[config.mk]
export PLATFORM = sky130hd
export DESIGN_NAME = trap_vector_unit
export DESIGN_NICKNAME = d
export VERILOG_FILES = /design/src/rtl/trap_pkg.sv /design/src/rtl/trap_pending.sv /design/src/rtl/trap_prio_enc.sv /design/src/rtl/trap_vec_addr.sv /design/src/rtl/trap_vector_unit.sv
export SDC_FILE = /design/constraint.sdc
export NUM_CORES = 1
export LEC_CHECK = 0
export ABC_CLOCK_PERIOD_IN_PS = 2400
export CORE_MARGIN = 2
export CORE_UTILIZATION = 46
export CTS_BUF_LIST = sky130_fd_sc_hd__clkbuf_8
export DETAILED_ROUTE_END_ITERATION = 12
export HOLD_SLACK_MARGIN = 0.05
export PLACE_DENSITY_LB_ADDON = 0.15
export SLEW_MARGIN = 5
export SYNTH_ARGS = -nofsm -noshare
export SYNTH_HDL_FRONTEND = slang
export SYNTH_SLANG_ARGS = --single-unit
export TNS_END_PERCENT = 30
[constraint.sdc]
create_clock -name clk -period 2.4 [get_ports clk]
set_input_delay 0.24 -clock clk [delete_from_list [all_inputs] [get_ports clk]]
set_output_delay 0.24 -clock clk [all_outputs]
set_load 0.02 [all_outputs]
[src/rtl/trap_pkg.sv]
package trap_pkg;

    typedef enum logic [1:0] {
        ST_IDLE   = 2'd0,
        ST_STROBE = 2'd1,
        ST_HOLD   = 2'd2
    } trap_state_e;

endpackage

[src/rtl/trap_pending.sv]
module trap_pending #(
    parameter int NUM_REQ = 16
) (
    input  logic               clk,
    input  logic               rst_n,
    input  logic [NUM_REQ-1:0] set_i,
    input  logic [NUM_REQ-1:0] clr_i,
    output logic [NUM_REQ-1:0] pend_o
);

    logic [NUM_REQ-1:0] pend_q;

    generate
        for (genvar g = 0; g < NUM_REQ; g++) begin : g_bit
            if (g == 0) begin : g_null
                always_ff @(posedge clk or negedge rst_n) begin
                    if (!rst_n) pend_q[g] <= 1'b0;
                    else        pend_q[g] <= 1'b0;
                end
            end else begin : g_latch
                always_ff @(posedge clk or negedge rst_n) begin
                    if (!rst_n)         pend_q[g] <= 1'b0;
                    else if (set_i[g])  pend_q[g] <= 1'b1;
                    else if (clr_i[g])  pend_q[g] <= 1'b0;
                end


                clr_only_chk: assert property (@(posedge clk) disable iff (!rst_n)
                    (clr_i[g] && !set_i[g]) |=> !pend_q[g]);


                set_wins_chk: assert property (@(posedge clk) disable iff (!rst_n)
                    set_i[g] |=> pend_q[g]);
            end
        end
    endgenerate

    assign pend_o = pend_q;

endmodule

[src/rtl/trap_prio_enc.sv]
module trap_prio_enc #(
    parameter int NUM_REQ   = 16,
    parameter int FIRST_IRQ = 8,
    localparam int IDX_W    = $clog2(NUM_REQ)
) (
    input  logic               clk,
    input  logic               rst_n,
    input  logic [NUM_REQ-1:0] pend_i,
    input  logic               ie_i,
    output logic               any_o,
    output logic [IDX_W-1:0]   idx_o
);

    logic [NUM_REQ-1:0] elig;

    generate
        for (genvar g = 0; g < NUM_REQ; g++) begin : g_gate
            if (g == 0) begin : g_never
                assign elig[g] = 1'b0;
            end else if (g < FIRST_IRQ) begin : g_fault
                assign elig[g] = pend_i[g];
            end else begin : g_irq
                assign elig[g] = pend_i[g] & ie_i;
            end
        end
    endgenerate

    always_comb begin
        idx_o = '0;
        for (int i = NUM_REQ - 1; i >= 1; i--) begin
            if (elig[i]) idx_o = IDX_W'(i);
        end
    end

    assign any_o = |elig;


    no_zero_idx_chk: assert property (@(posedge clk) disable iff (!rst_n)
        any_o |-> (idx_o != '0));


    irq_gated_chk: assert property (@(posedge clk) disable iff (!rst_n)
        (any_o && (int'(idx_o) >= FIRST_IRQ)) |-> ie_i);


    winner_pending_chk: assert property (@(posedge clk) disable iff (!rst_n)
        any_o |-> pend_i[idx_o]);

endmodule

[src/rtl/trap_vec_addr.sv]
module trap_vec_addr #(
    parameter int          IDX_W    = 4,
    parameter int          ADDR_W   = 16,
    parameter logic [15:0] VEC_BASE = 16'h0000
) (
    input  logic [IDX_W-1:0]  idx_i,
    output logic [ADDR_W-1:0] addr_o
);

    localparam logic [ADDR_W-1:0] BASE = ADDR_W'(VEC_BASE);

    assign addr_o = BASE + (ADDR_W'(idx_i) << 1);

endmodule

[src/rtl/trap_vector_unit.sv]
module trap_vector_unit #(
    parameter int          NUM_REQ   = 16,
    parameter int          FIRST_IRQ = 8,
    parameter int          ADDR_W    = 16,
    parameter logic [15:0] VEC_BASE  = 16'h0000,
    localparam int         IDX_W     = $clog2(NUM_REQ)
) (
    input  logic               clk,
    input  logic               rst_n,
    input  logic [NUM_REQ-1:0] req_i,
    input  logic               ie_set_i,
    input  logic               ack_i,
    output logic               trap_o,
    output logic [IDX_W-1:0]   cause_o,
    output logic [ADDR_W-1:0]  vec_addr_o
);

    import trap_pkg::*;

    trap_state_e        state_q, state_d;
    logic [IDX_W-1:0]   cause_q;
    logic               ie_q;
    logic [NUM_REQ-1:0] pend;
    logic [NUM_REQ-1:0] clr;
    logic               any_elig;
    logic [IDX_W-1:0]   win_idx;
    logic               take;
    logic               busy;

    assign busy = (state_q != ST_IDLE);
    assign take = (state_q == ST_IDLE) && any_elig;
    assign clr  = (busy && ack_i) ? (NUM_REQ'(1) << cause_q) : '0;

    trap_pending #(.NUM_REQ(NUM_REQ)) u_pend (
        .clk    (clk),
        .rst_n  (rst_n),
        .set_i  (req_i),
        .clr_i  (clr),
        .pend_o (pend)
    );

    trap_prio_enc #(.NUM_REQ(NUM_REQ), .FIRST_IRQ(FIRST_IRQ)) u_enc (
        .clk    (clk),
        .rst_n  (rst_n),
        .pend_i (pend),
        .ie_i   (ie_q),
        .any_o  (any_elig),
        .idx_o  (win_idx)
    );

    trap_vec_addr #(.IDX_W(IDX_W), .ADDR_W(ADDR_W), .VEC_BASE(VEC_BASE)) u_addr (
        .idx_i  (cause_q),
        .addr_o (vec_addr_o)
    );

    // state register
    always_ff @(posedge clk or negedge rst_n) begin
        if (!rst_n) begin
            state_q <= ST_IDLE;
            cause_q <= '0;
            ie_q    <= 1'b0;
        end else begin
            state_q <= state_d;
            if (take) cause_q <= win_idx;
            if (take)          ie_q <= 1'b0;
            else if (ie_set_i) ie_q <= 1'b1;
        end
    end

    // next state
    always_comb begin
        state_d = state_q;
        unique case (state_q)
            ST_IDLE:   if (any_elig) state_d = ST_STROBE;
            ST_STROBE: state_d = ack_i ? ST_IDLE : ST_HOLD;
            ST_HOLD:   if (ack_i) state_d = ST_IDLE;
            default:   state_d = ST_IDLE;
        endcase
    end

    // outputs
    always_comb begin
        trap_o  = (state_q == ST_STROBE);
        cause_o = cause_q;
    end


    trap_pulse_chk: assert property (@(posedge clk) disable iff (!rst_n)
        trap_o |=> !trap_o);


    cause_hold_chk: assert property (@(posedge clk) disable iff (!rst_n)
        (busy && !ack_i) |=> ($stable(cause_o) && $stable(vec_addr_o)));


    ie_drop_chk: assert property (@(posedge clk) disable iff (!rst_n)
        trap_o |-> !ie_q);


    no_nested_chk: assert property (@(posedge clk) disable iff (!rst_n)
        (busy && !ack_i) |=> !trap_o);

endmodule

==> flow_summary.yaml <==
outcome:
  status: "finished, final reports clean"
clocking:
  path_clk_slew_ns: 0.07
  cts.sinks: 22
  cts_root_buf: "clkbuf_8"
  clock_latency_ns: 0.25
  cts_buffer_depth: 2
  cts_tree: "yes"
  ctsResizeCount: 0
  hold_buffers: 0
  post_cts_buffers: 0
  cts_made_buffers: 3
  htree_num_levels: 1
finish:
  area_growth_pct: 23.82
  fin_cells: 179
  layout.nets: 171
  drive_gt1_frac: 0.07383
  final_util: 0.5936
  antennaDiodeCount: 0
synth:
  synth.distinct_cells: 27
  netlist_area_mm2: 0.001166
  synth_area_per_cell_um2: 9.481
  ys_seq_area_frac: 0.4721
  ys_seq_elements: 22
  yosys_warnings: 0
  synthCells: 123
critical_path:
  required_ns: 2.56
  worstPathMaxFanout: 7
  critical_path_class: "reg2reg"
  ff2ff_path_depth: 5
  critPathArrivalTime_ns: 2.04
  endpoint_kind: "flop"
  worst_setup_path_start_kind: "flop"
die:
  die_y_um: 54.35
  die_area_mm2: 0.002954
  start_util: 0.4794
  io_pins: 41
  fp.dieW_um: 54.35
  std_cell_rows: 18
  core-area_mm2: 0.002432
worst_hold_path:
  hp-class: "in2async"
drt:
  drt_iter0_markers: 29
  drt-wirelength-per-cell_um: 12.01
  drt_pass1_iterations: 4
  via_count: 915
  drtAntennaViolNets: 0
  drc: 0
  via_per_inst: 5.112
  drt-total-wl_um: 2150
global_route:
  antenna_found_initial: 0
  overflow: 0
  grt_pass1_vias: 819
  grt_max_degree: 23
  track_usage: 0.1768
  grt_pass1_wl_um: 3691
sta:
  finalMaxSlewViolations: 0
  slew_headroom: 0.5829
  finalSetupViolations: 0
  finClkSkew_ns: 0.003871
  period_share: 0.7834
  period_minus_slack_ns: 1.880
  rsz0062_at_grt: "no"
  hold_viol_final: 0
  maxClockFrequency_mhz: 531.9
  worst_slew_pin_slew_ns: 0.6199
  final.setup.tns_ns: 0
pwr:
  ir_worst_vdd_mv: 0.4416
  powerDensity_mw_per_mm2: 824.7
  p_leak_uw: 0.0005469
place:
  port_buffers: 27
  hpwl_um: 1675
  globalplace.congestion: 0.8114
  dp.cells: 176
run:
  drv_cap: 0
[layout by cell type, fill, tap and decap left out, drive strengths merged]
master          n
or2             1
a21oi           5
conb           12
or3             1
buf             1
clkdlybuf4s50  27
inv             5
nand3           1
a31oi           1
or4             2
nand2           6
nor3            1
dfrtp          22
xnor2           1
o2111ai         1
nor2           12
nand2b         17
nor4            2
o31a            1
o21ai          19
nor2b           2
a311oi          1
a2111oi         1
o31ai           4
clkbuf          3
[report_power, final]
part / switching [uW] / internal [uW]
clock: 104 / 112
sequential: 81.1 / 429
combinational: 255 / 211
total: 440 / 751
[flip-flops by register name, indices dropped and copies added, names as in the netlist]
register / flops
state_q: 2
u_pend.pend_o: 15
ie_q: 1
cause_o: 4
[through the flow]
| stage | total power, uW | area (um2) | worst slack [ns] | hold WS, ns |
|---|---|---|---|---|
| 3_3_place_gp | 975.9 | 1403 | 0.5433 | 0.5402 |
| 3_5_place_dp | 981.9 | 1403 | 0.5278 | 0.5515 |
| 4_1_cts | 1204 | 1444 | 0.5108 | 0.3422 |
| 2_1_floorplan | 825.4 | 1207 | 0.6021 | -0.05559 |
| 5_1_grt | 1278 | 1444 | 0.4029 | 0.3779 |
| 6_report | 1191 | 1444 | 0.5199 | 0.3308 |
[cell usage after synthesis, drive strengths merged]
| cell | n | area share |
|---|---|---|
| or4 | 2 | 0.019 |
| a2111oi | 1 | 0.0075 |
| dfrtp | 22 | 0.47 |
| nor4 | 2 | 0.011 |
| inv | 5 | 0.016 |
| xnor2 | 1 | 0.0075 |
| nand2 | 6 | 0.019 |
| nor3 | 1 | 0.0043 |
| nand3 | 1 | 0.0043 |
| a31oi | 1 | 0.018 |
| o21ai | 19 | 0.091 |
| nand2b | 17 | 0.091 |
| buf | 16 | 0.10 |
| nor2b | 2 | 0.011 |
| a21oi | 5 | 0.021 |
| or3 | 1 | 0.0054 |
| or2 | 1 | 0.0054 |
| nor2 | 12 | 0.041 |
| o31a | 1 | 0.0075 |
| o2111ai | 1 | 0.0075 |
| o31ai | 4 | 0.026 |
| conb | 1 | 0.0032 |
| a311oi | 1 | 0.0075 |
[final cells by class]
type	instances	area [um2]
tap	30	37.54
fill	221	988.4
clock buffer	3	41.29
sequential	22	550.5
inverter	5	18.77
multi-input combinational	91	518.0
timing repair buffer	28	277.8
[layer usage]
metal,up-vias,GRT usage,wire (um)
met5,-,0,0
met4,0,0.07083,17
met3,2,0.03552,134
met2,33,0.2691,1042
met1,435,0.2469,956
li1,445,-,-
[kinds of logic (layout without fill, tap and decap cells)]
group / Yosys count / count (layout) / synth area share
buffers and inverters: 21 / 36 / 0.1191
xor gates and xnor gates: 1 / 1 / 0.007512
and+or+nand+nor: 45 / 45 / 0.2114
DFF: 22 / 22 / 0.4721
other: 1 / 12 / 0.003216
AOI/OAI and AO/OA: 33 / 33 / 0.1867
[worst paths after layout]
check | to | start | slack [ns]
worst min register to register | cause_o[1]$_DFFE_PN0P_ | u_pend.pend_o[1]$_DFFE_PN0P_ | 0.57
max in group asynchronous | u_pend.pend_o[1]$_DFFE_PN0P_ | rst_n | 1.85
min in group clk | u_pend.pend_o[9]$_DFFE_PN0P_ | req_i[9] | 0.54
worst min-delay path | ie_q$_DFFE_PN0P_ | rst_n | 0.33
worst max-delay path | cause_o[1]$_DFFE_PN0P_ | u_pend.pend_o[7]$_DFFE_PN0P_ | 0.52
worst max register to register | cause_o[1]$_DFFE_PN0P_ | u_pend.pend_o[7]$_DFFE_PN0P_ | 0.52
[worst max-delay path: stages (launching register included)]
cell,delay (ns)
dfrtp_1,0.40
or4_4,0.54
or4_4,0.45
o21ai_4,0.25
nand2_1,0.09
o31ai_1,0.07
No activity file was read; power rests on OpenSTA's default activity.
